===== src/rtl/tmr_pkg.sv =====
package tmr_pkg;
   typedef enum logic [1:0] {
      SEL_CTRL = 2'd0,
      SEL_CMP  = 2'd1,
      SEL_REL  = 2'd2,
      SEL_NONE = 2'd3
   } tmr_sel_e;

   localparam int unsigned BIT_EN   = 0;
   localparam int unsigned BIT_MASK = 1;
   localparam int unsigned BIT_STAT = 2;
endpackage


===== src/rtl/tmr_regs.sv =====
module tmr_regs
   import tmr_pkg::*;
#(
   parameter int unsigned CNT_W = 64,
   parameter int unsigned REL_W = 32
) (
   input  logic             clk,
   input  logic             rst_n,
   input  logic [CNT_W-1:0] count_i,
   input  logic             wr_en,
   input  logic [1:0]       wr_sel,
   input  logic [CNT_W-1:0] wr_data,
   output logic             en_q,
   output logic             mask_q,
   output logic [CNT_W-1:0] cmp_q
);
   localparam int unsigned EXT_W = CNT_W - REL_W;

   logic [CNT_W-1:0] rel_ext;
   logic [CNT_W-1:0] rel_target;

   assign rel_ext    = {{EXT_W{wr_data[REL_W-1]}}, wr_data[REL_W-1:0]};
   assign rel_target = count_i + rel_ext;

   always_ff @(posedge clk or negedge rst_n) begin
      if (!rst_n) begin
         en_q   <= 1'b0;
         mask_q <= 1'b0;
         cmp_q  <= '0;
      end else if (wr_en) begin
         unique case (tmr_sel_e'(wr_sel))
            SEL_CTRL: begin
               en_q   <= wr_data[BIT_EN];
               mask_q <= wr_data[BIT_MASK];
            end
            SEL_CMP:  cmp_q <= wr_data;
            SEL_REL:  cmp_q <= rel_target;
            default:  ;
         endcase
      end
   end

   AST_ABS_LOAD: assert property (@(posedge clk) disable iff (!rst_n)
      (wr_en && wr_sel == SEL_CMP) |=> cmp_q == $past(wr_data));

   AST_REL_LOAD: assert property (@(posedge clk) disable iff (!rst_n)
      (wr_en && wr_sel == SEL_REL) |=>
      cmp_q == $past(count_i) + {{EXT_W{$past(wr_data[REL_W-1])}}, $past(wr_data[REL_W-1:0])});

   AST_CMP_HOLD: assert property (@(posedge clk) disable iff (!rst_n)
      !(wr_en && (wr_sel == SEL_CMP || wr_sel == SEL_REL)) |=> $stable(cmp_q));
endmodule


===== src/rtl/tmr_cmp.sv =====
module tmr_cmp #(
   parameter int unsigned CNT_W = 64
) (
   input  logic [CNT_W-1:0] count_i,
   input  logic [CNT_W-1:0] cmp_q,
   input  logic             en_q,
   output logic             stat_o
);
   logic reached;

   assign reached = (count_i >= cmp_q);
   assign stat_o  = en_q & reached;
endmodule


===== src/rtl/tmr_rdmux.sv =====
module tmr_rdmux
   import tmr_pkg::*;
#(
   parameter int unsigned CNT_W = 64,
   parameter int unsigned REL_W = 32
) (
   input  logic [1:0]       rd_sel,
   input  logic             en_q,
   input  logic             mask_q,
   input  logic             stat,
   input  logic [CNT_W-1:0] cmp_q,
   input  logic [CNT_W-1:0] count_i,
   output logic [CNT_W-1:0] rd_data
);
   localparam int unsigned EXT_W = CNT_W - REL_W;

   logic [CNT_W-1:0] remain;
   logic [CNT_W-1:0] remain_ext;
   logic [CNT_W-1:0] ctrl_word;

   assign remain     = cmp_q - count_i;
   assign remain_ext = {{EXT_W{remain[REL_W-1]}}, remain[REL_W-1:0]};

   always_comb begin
      ctrl_word           = '0;
      ctrl_word[BIT_EN]   = en_q;
      ctrl_word[BIT_MASK] = mask_q;
      ctrl_word[BIT_STAT] = stat;
   end

   always_comb begin
      unique case (tmr_sel_e'(rd_sel))
         SEL_CTRL: rd_data = ctrl_word;
         SEL_CMP:  rd_data = cmp_q;
         SEL_REL:  rd_data = remain_ext;
         default:  rd_data = '0;
      endcase
   end
endmodule


===== src/rtl/cmp_timer_chan.sv =====
module cmp_timer_chan
   import tmr_pkg::*;
#(
   parameter int unsigned CNT_W   = 64,
   parameter int unsigned REL_W   = 32,
   parameter bit          IRQ_REG = 1'b0
) (
   input  logic             clk,
   input  logic             rst_n,
   input  logic [CNT_W-1:0] count_i,
   input  logic             wr_en,
   input  logic [1:0]       wr_sel,
   input  logic [CNT_W-1:0] wr_data,
   input  logic [1:0]       rd_sel,
   output logic [CNT_W-1:0] rd_data,
   output logic             irq_o
);
   if (REL_W < 2 || REL_W >= CNT_W) begin : g_bad_rel
      $error("REL_W must lie between 2 and CNT_W-1");
   end
   if (CNT_W <= BIT_STAT) begin : g_bad_cnt
      $error("CNT_W too narrow for the control word");
   end

   logic             en_q;
   logic             mask_q;
   logic [CNT_W-1:0] cmp_q;
   logic             stat;
   logic             irq_raw;

   tmr_regs #(.CNT_W(CNT_W), .REL_W(REL_W)) u_regs (
      .clk     (clk),
      .rst_n   (rst_n),
      .count_i (count_i),
      .wr_en   (wr_en),
      .wr_sel  (wr_sel),
      .wr_data (wr_data),
      .en_q    (en_q),
      .mask_q  (mask_q),
      .cmp_q   (cmp_q)
   );

   tmr_cmp #(.CNT_W(CNT_W)) u_cmp (
      .count_i (count_i),
      .cmp_q   (cmp_q),
      .en_q    (en_q),
      .stat_o  (stat)
   );

   tmr_rdmux #(.CNT_W(CNT_W), .REL_W(REL_W)) u_rd (
      .rd_sel  (rd_sel),
      .en_q    (en_q),
      .mask_q  (mask_q),
      .stat    (stat),
      .cmp_q   (cmp_q),
      .count_i (count_i),
      .rd_data (rd_data)
   );

   assign irq_raw = stat & ~mask_q;

   if (IRQ_REG) begin : g_irq_ff
      always_ff @(posedge clk or negedge rst_n) begin
         if (!rst_n) irq_o <= 1'b0;
         else        irq_o <= irq_raw;
      end
   end else begin : g_irq_comb
      assign irq_o = irq_raw;

      AST_IRQ_MASKED: assert property (@(posedge clk) disable iff (!rst_n)
         mask_q |-> !irq_o);

      AST_IRQ_NEEDS_EN: assert property (@(posedge clk) disable iff (!rst_n)
         !en_q |-> !irq_o);

      AST_PAST_FIRES: assert property (@(posedge clk) disable iff (!rst_n)
         (en_q && !mask_q && count_i >= cmp_q) |-> irq_o);

      AST_DISABLE_QUIET: assert property (@(posedge clk) disable iff (!rst_n)
         (wr_en && wr_sel == SEL_CTRL && !wr_data[BIT_EN]) |=> !irq_o);
   end
endmodule


===== config.mk =====
export PLATFORM = sky130hd
export DESIGN_NAME = cmp_timer_chan
export DESIGN_NICKNAME = d
export VERILOG_FILES = /design/src/rtl/tmr_pkg.sv /design/src/rtl/tmr_regs.sv /design/src/rtl/tmr_cmp.sv /design/src/rtl/tmr_rdmux.sv /design/src/rtl/cmp_timer_chan.sv
export SDC_FILE = /design/constraint.sdc
export NUM_CORES = 1
export LEC_CHECK = 0
export BUFFER_PORTS_ARGS = -buffer_cell sky130_fd_sc_hd__buf_2
export CAP_MARGIN = 15
export CORE_MARGIN = 4
export CORE_UTILIZATION = 35
export DETAILED_ROUTE_END_ITERATION = 16
export PLACE_DENSITY = 0.59
export SETUP_SLACK_MARGIN = 0.3
export SLEW_MARGIN = 20
export SYNTH_ARGS = -nofsm -noshare
export SYNTH_HDL_FRONTEND = slang
export SYNTH_SLANG_ARGS = --single-unit
export TNS_END_PERCENT = 50

===== constraint.sdc =====
create_clock -name clk -period 3.73 [get_ports clk]
set_input_delay 0.746 -clock clk [delete_from_list [all_inputs] [get_ports clk]]
set_output_delay 0.746 -clock clk [all_outputs]
set_load 0.01 [all_outputs]

======== After elaboration in Yosys (flattened, before gate mapping) ========
Index checks and enable logic that the tools add are counted.
storage, ports and cells
  bits in latches ......................... 0
  input bits .............................. 135
  bits in writable memories ............... 0
  bits in registers ....................... 66
  output and inout port bits .............. 65
  logic and storage cells ................. 20
  memory bits (read-only) ................. 0
  memories ................................ 0
cells by class
  $mul .................................... 0
  add/subtract/negate cells ............... 2
  divide/modulo/power cells ............... 0
  bitwise operators ....................... 3
  magnitude comparators ................... 1
  muxes and demuxes ....................... 2
  reductions and logical operators ........ 5
  eq/ne operators ......................... 4
  shift operators ......................... 0
operator list
  cell                                            count
  one-hot mux 64 bit (3 select lines)             1
  one-hot mux 64 bit (2 select lines)             1
  adder 64 bit                                    1
  greater-or-equal comparator 64 bit              1
  subtractor 32 bit                               1
  == test 2 x 1 -> 1 bit (second input constant)  2
  == test 2 bit (second input constant)           2
  logical NOT 2 bit                               2
  AND reduction 2 bit                             2
  AND 1 bit                                       2
  nonzero test 2 bit                              1
  NOT 1 bit                                       1

======== Longest topological paths before layout ========
Gate-level depths: netlist of run 1.
  word-level depth ........................ 3
  mapped depth ............................ 15
  mapped depth without buffers ............ 15

======== Hierarchy ========
A second synthesis of run 1 with hierarchy kept.
second synthesis, totals
  cells, all modules ...................... 1,520
  area, all modules ....................... 10,956.8 µm²
modules (own cells, without submodules)
  module          area each (µm²)  cells an instance  instances
  tmr_regs        6,749.0          859                1
  tmr_rdmux       2,583.7          430                1
  tmr_cmp         1,610.3          230                1
  cmp_timer_chan  13.8             1                  1

======== Least setup slack after synthesis of run 1 ========
No wires, ideal clock.
  kind .................................... input port to output port
  start point ............................. in count_i[0]
  end point ............................... out rd_data[28]
  stages .................................. 14
  path buffers ............................ 0
  data arrival time ....................... 3.297 ns
  data required time ...................... 2.984 ns
  path slack .............................. -0.313 ns
  cell sequence ........................... ha_1 -> inv_1 -> fa_1 -> a211oi_2 -> o21bai_1 -> a221o_1 -> a21oi_1 -> a31oi_1 -> a21oi_2 -> o21a_1 -> nor2_1 -> a311oi_1 -> xnor2_1 -> a22o_1
on the way
  word-level cells in the longest chain between the ends .. 2
ends and longest elaborated chain
  item                                 RTL line              text
  start, declared                      cmp_timer_chan.sv:10  input logic [CNT_W-1:0] count_i,
  subtractor 32 bit                    tmr_rdmux.sv:21       assign remain = cmp_q - count_i;
  one-hot mux 64 bit (3 select lines)  tmr_rdmux.sv:32       unique case (tmr_sel_e'(rd_sel))
  end, declared                        cmp_timer_chan.sv:15  output logic [CNT_W-1:0] rd_data,
Every way passes these cells.

======== Worst setup path in the final report of run 1 ========
  start point ............................. in count_i[0]
  end point ............................... out rd_data[24]
Same word-level chain as after synthesis.

==> results.cfg, run 1 <==
[logic_synthesis]
syn_nets = 1715
synth_largest_area_cell = ha_1
ys_types = 71
ys_ff_latch = 66
synth_top_cell_area_share_pct = 18.7
async_flop_share_pct = 100
ys_warn_count = 0
syn_area_mm2 = 0.0107
synth-edff-count = 0
syn_area_per_cell_um2 = 7.53
yosysMostFrequentCell = ha_1
yosys-top-cells-area = ha_1 (19%), dfrtp_1 (15%), a21o_1 (7.7%), a21oi_1 (6.4%), o21ai_0 (5.4%)
syn_inst = 1418
synth_top_flop_cell = dfrtp_1
ys_seq_area_share_pct = 15.5
synthTopCellsByCount = ha_1 (160), a21oi_1 (136), nand2_1 (133)

[grt]
grtUsageTotal_pct = 22.6
grt_pass1_vias = 12200
grt_pass1_wl_um = 61900
grt_overflow_total = 0
antenna_found_initial = 1
grt_start_max_net_pins = 67

[power_and_ir_drop]
p_leak_nw = 7.99
totalPowerFinal_mw = 5.79
power_density_mw_per_mm2 = 374
irDropWorstVdd_mv = 0.239

[worst_setup_path]
cpLargestDelayFamily = compound AO/OA/AOI/OAI gates
crit_required_ps = 2980
cp_common_cell = a21oi_2
worstPathMaxFanout = 3
crit_path_top_delay_cell = fa_2
path_cells = buf_8 -> ha_4 -> inv_2 -> fa_2 -> a211oi_4 -> o21bai_2 -> a221o_1 -> a21oi_2 -> a31oi_2 -> a21oi_2 -> o21a_1 -> nor2_2 -> or3_1 -> a32o_2 -> buf_2
startpoint = count_i[0]
r2r-start = u_regs.cmp_q[0]
cp.arrival_ps = 3610
end_kind = output port
slowest_delay_ps = 370
crit_type = in2out
cp_num_buf_inv = 3
cp-start-kind = input pin

[cells_and_area]
final_util_pct = 51.8
nNetsFinal = 2151
area_delta_synth_final_pct = 45.0
layout-drive-gt1-share_pct = 34.6

[die]
core_mm2 = 0.0299
die_y_um = 183
initial_core_util_pct = 35.7
die_w_um = 183
num_rows = 63
ioPinCount = 200
die-area_mm2 = 0.0334

[drt]
drc_errors = 0
wirelength_um = 39500
ant_nets = 0
dr.pass1.iters = 9
via_count = 12000
drtIter0Drc = 760
avgRoutedWirePerCell_um = 17.5
via_per_inst = 5.33

[job]
cap_viol_max_count = 0

[clock_network]
cts_buffers = 9
clk_pin_slew_ps = 70
cts_tree = built
cts_max_level = 3
clk_latency_ps = 350
cts.sinks = 66
clock_path_buffers = 2
root_buffer = clkbuf_16

[sta]
fin_skew_ps = 0
post-route-period-util_pct = 117
slew_headroom_pct = 51.2
finalSetupTns_ps = -22220
setup_viol = 55
tightest_slew_ps = 730
fmax_mhz = 229
final.min_clock_period_ps = 4360
fin_ws_ps = -630
slew_violations = 0
rsz0062_at_grt = true
hold_violations = 0

[run_status]
violations = negative setup slack
outcome = finished with violations

[place]
dpl_worst_slack_ps = -860
globalplace.congestion = 0.892
io_buffers = 199
hpwlAfterDp_um = 31300

[min_path]
hold_class = in2async
flip-flops by register name, summed over array words and instances, names as in the netlist:
| register | flops |
|---|---|
| u_regs.en_q | 1 |
| u_regs.cmp_q | 64 |
| u_regs.mask_q | 1 |
final cells by class:
type	instances	area, um^2
multi-input cells	1153	9110
clock inverters	5	55.1
clock buffers	11	233
inverters	124	470
diodes	1	2.50
well taps	390	488
flip-flops and latches	66	1650
repair buffers	500	3480
fillers	2862	14400
per-stage QoR:
step	instance area, um^2	hold slack [ps]	cells
detailed placement	14000	503	2195
global route	15500	453	2250
global placement	14000	498	2195
CTS	14800	432	2235
finish	15500	416	2250
floorplan	10700	450	1418
cell usage in the layout, fill, tap and decap left out, types with 6 or more instances in the layout:
master,instances
nor2b_1,12
nor2_1,55
a21oi_2,22
and3_1,7
dfrtp_1,65
ha_4,9
xnor2_2,10
a21oi_4,6
a31oi_1,9
nand3b_1,12
ha_1,149
buf_6,21
inv_1,120
nand3_1,18
nand2b_1,6
buf_4,273
a21oi_1,109
nor3_1,14
clkbuf_16,9
a21o_1,110
nand4_1,34
buf_2,195
o21ai_1,17
mux2i_1,48
o21ai_0,100
xor2_1,22
o221ai_1,9
o21a_1,9
o21bai_1,18
a22o_1,25
nand2_1,131
o211ai_1,8
xnor2_1,49
a211oi_1,10
o21ai_2,6
power by group:
group	switching [mW]	internal (mW)	total, mW
Combinational	1.95	1.95	3.90
Clock	0.354	0.516	0.870
Sequential	0.147	0.869	1.02
what timing repair did:
item	in CTS	in global routing
pin swaps	43	62
hold buffers	0	0
setup endpoints to repair	75	86
cloned	2	0
buffers inserted	22	14
gates resized for setup	77	106
logic make-up (layout without fill, tap and decap cells):
| family | after synthesis | in the layout | synth area share [%] |
|---|---|---|---|
| muxes | 50 | 50 | 4.71 |
| and+or+nand+nor | 334 | 334 | 15.1 |
| xor gates and xnor gates | 84 | 84 | 6.89 |
| DFF | 66 | 66 | 15.5 |
| buffers and inverters | 199 | 640 | 7.14 |
| AOI/OAI and AO/OA | 523 | 523 | 31.6 |
| other | 0 | 1 | 0 |
| adders and majority gates | 162 | 162 | 19.1 |
metal layers:
metal | up-vias | part of all wire [%] | wire length, um | global-route usage [%]
met3 | 46 | 5.3 | 2090 | 2.83
li1 | 6009 | - | - | -
met5 | - | 0 | 0 | 0
met2 | 323 | 48 | 19100 | 39.1
met1 | 5620 | 45 | 17600 | 29.7
met4 | 0 | 1.7 | 684 | 6.15
final timing paths:
path                                    end  slack, ps  depth (start not counted)
min in group clk           u_regs.cmp_q[38]        510                          2
max in group asynchronous   u_regs.cmp_q[1]       2990                          2
max reg2reg                 u_regs.cmp_q[0]       2790                          4
max                             rd_data[24]       -630                         15
min reg2reg                u_regs.cmp_q[38]        510                          2
min                        u_regs.cmp_q[33]        420                          2
Power figures use the tool's default switching activity.
==> inputs of run 2 (changes only) <==
--- a/config.mk
+++ b/config.mk
@@ -10,7 +10,7 @@
 export CORE_MARGIN = 4
 export CORE_UTILIZATION = 35
 export DETAILED_ROUTE_END_ITERATION = 16
-export PLACE_DENSITY = 0.59
+export PLACE_DENSITY = 0.61
 export SETUP_SLACK_MARGIN = 0.3
 export SLEW_MARGIN = 20
 export SYNTH_ARGS = -nofsm -noshare
==> results.cfg, run 2 (synthesis results as in run 1) <==
[sta]
post-route-period-util_pct = 115
slew_violations = 0
setup_viol = 51
slew_headroom_pct = 40.3
fmax_mhz = 233
fin_skew_ps = 0
hold_violations = 0
whs_ps = 517
fin_ws_ps = -569
final.min_clock_period_ps = 4300
tightest_slew_ps = 896
rsz0062_at_grt = true

[clock_network]
cts_tree = built
clk_latency_ps = 350
cts.sinks = 66
cts_max_level = 3
clk_pin_slew_ps = 60
cts_buffers = 9
clock_path_buffers = 2
root_buffer = clkbuf_16
hold_buffers = 0

[cells_and_area]
largest_register = u_regs.cmp_q
seqCellArea_mm2 = 0.00165
final_util_pct = 51.4
fill_cells = 2907
largest_reg_flops = 64
biggestRegsByFlops = u_regs.cmp_q x64, u_regs.en_q x1, u_regs.mask_q x1
layout_common_cells = buf_4 (273), buf_2 (194), ha_1 (148)
nNetsFinal = 2144
mostFrequentLayoutCell = buf_4
layout-drive-gt1-share_pct = 34.1
instances_no_fill = 2242
num_antenna_cells = 0
area_delta_synth_final_pct = 43.7
multi_input_area_mm2 = 0.00904

[min_path]
hold_class = reg2reg
whs_path_depth = 2

[power_and_ir_drop]
irDropWorstVdd_mv = 0.220
power_density_mw_per_mm2 = 375
p_leak_nw = 7.91
totalPowerFinal_mw = 5.75

[worst_setup_path]
worstPathMaxFanout = 3
crit_required_ps = 2980
cp-start-kind = input pin
crit_type = in2out
end_kind = output port
r2r_cells = 3
cp.arrival_ps = 3550

[grt]
grt.met3_usage_pct = 1.95
grt_overflow_total = 0
grt_pass1_wl_um = 61700
grt_use_met1_pct = 30.0
antenna_found_initial = 0
grt_start_max_net_pins = 67
grt_pass1_vias = 12100
met2_usage_pct = 39.2
grtUsageTotal_pct = 22.5
busiest_layer = met2

[die]
die_w_um = 183
initial_core_util_pct = 35.7
die_y_um = 183
num_rows = 63
ioPinCount = 200
die-area_mm2 = 0.0334
core_mm2 = 0.0299

[run_status]
outcome = finished with violations
violations = negative setup slack

[place]
globalplace.congestion = 0.897
dp.cells = 2205
hpwlAfterDp_um = 31300
io_buffers = 199
dpl_worst_slack_ps = -829

[drt]
drc_errors = 0
drtIter0Drc = 578
dr.pass1.iters = 5
via_count = 12000
ant_nets = 0
avgRoutedWirePerCell_um = 17.3
wirelength_um = 38800
via_per_inst = 5.34

[job]
cap_viol_max_count = 0
## run 2: changes by cell type in the layout (fill, tap and decap cells not counted), sizes merged
cell,delta
diode,-1
buf,-8
clkinvlp,+1
## run 2: area by class of cell
class,count,share of cell area (%)
Timing Repair Buffer,493,22.1
Inverter,124,3.07
Clock buffer,10,1.56
Tap cell,390,3.18
Multi-Input combinational cell,1153,58.9
Sequential cell,66,10.8
Clock inverter,6,0.432
## run 2: what timing repair did
action	in CTS	in global routing
buffers inserted	12	7
gates resized for setup	79	82
gates cloned	2	0
pin swaps	48	39
endpoints found under the setup margin	74	85
## run 2: through the flow
step / instance area [um^2] / setup TNS, ps
global route: 15300 / -23190
global placement: 14000 / -31690
detailed placement: 14000 / -33750
floorplan: 10700 / -1090
CTS: 14800 / -15280
finish: 15300 / -15410
## run 2: routing by layer
metal	up-vias	share of wire (%)	wire (um)
met1	5634	46	17800
met2	302	48	18800
li1	5981	-	-
met4	0	2.0	758
met3	50	3.9	1530
met5	-	0	0
## run 2: path summary, 6_finish.rpt
check,start,end,slack (ps)
max in group asynchronous,rst_n,u_regs.cmp_q[1],2490
min,u_regs.cmp_q[42],u_regs.cmp_q[42],520
max,count_i[0],rd_data[24],-570
min reg2reg,u_regs.cmp_q[42],u_regs.cmp_q[42],520
max reg2reg,u_regs.cmp_q[11],u_regs.cmp_q[11],2920
min in group asynchronous,rst_n,u_regs.cmp_q[40],600
## run 2: where the power goes
part           internal [mW]  switching [mW]  total, mW  leakage [nW]
registers              0.869           0.150       1.02         0.806
logic                   1.90            1.92       3.83          6.96
clock network          0.536           0.374      0.910         0.141
total                   3.31            2.44       5.75          7.91
## run 2: worst max-delay path, stage by stage
cell and delay [ps]:
buf_8 80, ha_4 120, inv_2 30, fa_2 360, a211oi_4 240, o21bai_2 120
a221o_1 350, a21oi_2 190, a31oi_2 140, a21oi_2 180, o21a_1 190, nor2_2 80
or3_1 300, a32o_2 280, buf_2 140
==> inputs of run 3 (changes only) <==
--- a/config.mk
+++ b/config.mk
@@ -10,10 +10,11 @@
 export CORE_MARGIN = 4
 export CORE_UTILIZATION = 35
 export DETAILED_ROUTE_END_ITERATION = 16
-export PLACE_DENSITY = 0.61
+export PLACE_DENSITY = 0.6
 export SETUP_SLACK_MARGIN = 0.3
 export SLEW_MARGIN = 20
 export SYNTH_ARGS = -nofsm -noshare
 export SYNTH_HDL_FRONTEND = slang
+export SYNTH_HIERARCHICAL = 1
 export SYNTH_SLANG_ARGS = --single-unit
 export TNS_END_PERCENT = 50
==> results.cfg, run 3 <==
[die]
initial_core_util_pct = 35.6
die_y_um = 185
die_w_um = 185
die-area_mm2 = 0.0342
num_rows = 64
core_mm2 = 0.0307
ioPinCount = 200

[sta]
whs_ps = 500
setup_viol = 40
fin_ws_ps = -217
fin_skew_ps = 0
post-route-period-util_pct = 106
rsz0062_at_grt = true
hold_violations = 0
tightest_slew_ps = 845
slew_headroom_pct = 43.7
slew_violations = 0
fmax_mhz = 253
final.min_clock_period_ps = 3950

[logic_synthesis]
syn_inst = 1520
async_flop_share_pct = 100
synthTopCellsByCount = nand2_1 (229), a21oi_1 (167), ha_1 (161)
synth_compound_area_share_pct = 28.6
ys_seq_area_share_pct = 15.1
ys_ff_latch = 66
syn_area_mm2 = 0.0110
yosysMostFrequentCell = nand2_1
synth_top_family_by_area = compound AO/OA/AOI/OAI gates
ys_warn_count = 6
synth_top_flop_cell = dfrtp_1
yosys-top-cells-area = ha_1 (18%), dfrtp_1 (15%), nand2_1 (7.8%), a21oi_1 (7.6%), o21ai_0 (6.2%)
synth-edff-count = 0
synth_simple_gate_area_share_pct = 20.1
syn_nets = 1818
syn_area_per_cell_um2 = 7.21
synth_top_cell_area_share_pct = 18.4
synth_fa_ha_area_share_pct = 18.8
ys_types = 78
yosys.area_share.xor_xnor_pct = 6.55
synth_largest_area_cell = ha_1
synth_mux_area_share_pct = 3.68

[grt]
grt_start_max_net_pins = 56
grt_overflow_total = 0
grtUsageTotal_pct = 22.1
antenna_found_initial = 3
grt_pass1_vias = 11700
grt_pass1_wl_um = 61000

[power_and_ir_drop]
irDropWorstVdd_mv = 0.181
power_density_mw_per_mm2 = 368
p_leak_nw = 7.27

[drt]
dr.pass1.iters = 5
wirelength_um = 40400
via_count = 12100
drtIter0Drc = 731
drc_errors = 0
via_per_inst = 5.47
ant_nets = 0
avgRoutedWirePerCell_um = 18.2

[worst_setup_path]
cp-start-kind = input pin
slowest_delay_ps = 430
end_kind = output port
r2r_cells = 1
crit_required_ps = 2980
r2r-start = u_regs/en_q
reg2reg_to = u_regs/en_q
cp.arrival_ps = 3200
crit_type = in2out
path_cells = buf_8 -> ha_4 -> fa_2 -> nor2b_4 -> o211ai_1 -> a31oi_4 -> nor4_4 -> buf_6 -> nor4_4 -> nor3_4 -> or4_4 -> nand3_2 -> buf_6
worstPathMaxFanout = 4
r2r_slack_ps = 2860
crit_path_top_delay_cell = or4_4

[clock_network]
clk_pin_slew_ps = 60
clock_path_buffers = 2
cts_buffers = 9
clk_latency_ps = 340
cts.sinks = 66
cts_max_level = 3
root_buffer = clkbuf_16
cts_tree = built

[min_path]
hold_class = in2async

[cells_and_area]
instances_no_fill = 2219
largest_register = u_regs/cmp_q
mostFrequentLayoutCell = nand2_1
nNetsFinal = 2114
layout-drive-gt1-share_pct = 26.2
layout_common_cells = nand2_1 (222), buf_2 (189), a21oi_1 (161)
area_delta_synth_final_pct = 30.3
fill_cells = 3180
biggestRegsByFlops = u_regs/cmp_q x64, u_regs/en_q x1, u_regs/mask_q x1
largest_reg_flops = 64

[place]
io_buffers = 199
globalplace.congestion = 0.925
hpwlAfterDp_um = 32600
dp.cells = 2186

[run_status]
violations = negative setup slack
outcome = finished with violations

[job]
cap_viol_max_count = 0
[run 3: what timing repair did]
item                                    4_1_cts  5_1_grt
hold buffers                                  0        0
endpoints found under the setup margin       57       84
pin swaps                                    22       33
gates resized for setup                      40       77
cloned                                        0        3
setup buffers                                 0       12
[run 3: cells by family (layout without fill, tap and decap cells)]
kind of cell | after synthesis | in the layout
AOI/OAI and AO/OA | 507 | 507
xor gates and xnor gates | 82 | 82
adders and majority gates | 163 | 163
buffers and inverters | 203 | 504
DFF | 66 | 66
muxes | 40 | 40
other | 0 | 2
and+or+nand+nor | 459 | 459
[run 3: how the worst max path moves through the flow]
stage	from	end
global route	u_regs/cmp_q[0]	rd_data[30]
finish	count_i[0]	rd_data[30]
global placement	count_i[1]	rd_data[58]
detailed placement	count_i[0]	rd_data[30]
CTS	count_i[1]	rd_data[30]
floorplan	count_i[0]	rd_data[30]
[run 3: area by class of cell]
type | instances | area (um^2) | share of cell area [%]
clock buffers | 15 | 288 | 2.02
multi-input cells | 1251 | 8960 | 62.8
flip-flops and latches | 66 | 1650 | 11.6
repair buffers | 361 | 2360 | 16.6
inverters | 127 | 477 | 3.34
clock inverters | 1 | 30.0 | 0.210
diodes | 2 | 5.00 | 0.0351
well taps | 396 | 495 | 3.47
[run 3: per-stage QoR]
stage                     util [%]  setup slack [ps]  total power, mW  area (um^2)  TNS, ps
after floorplan                  -               294             2.89        11000        0
after global placement        43.3              -157             3.97        13300    -5400
after detailed placement      43.3              -204             4.02        13300    -6900
after CTS                     44.8              -132             5.06        13800     -570
after global routing          46.4              -290             5.67        14300    -8900
final                         46.4              -217             5.26        14300    -3290
[run 3: critical path: cells and delay by family]
family	cells	cell delay, ps
adder cells (fa/ha/maj)	2	570
buffers and inverters	3	360
AO/OA/AOI/OAI	2	400
AND/OR/NAND/NOR	6	1130
[run 3: metal layers]
layer | GRT usage [%] | up-vias | wire [um]
li1 | - | 6064 | -
met1 | 29.0 | 5649 | 17800
met2 | 37.6 | 360 | 19100
met3 | 3.57 | 74 | 2210
met4 | 6.40 | 2 | 1270
met5 | 0 | - | 13
[run 3: power breakdown]
part           total [mW]  switching (mW)  internal, mW
combinational        3.27            1.79          1.49
clock               0.938           0.345         0.593
sequential           1.05           0.180         0.868
total                5.26            2.31          2.95
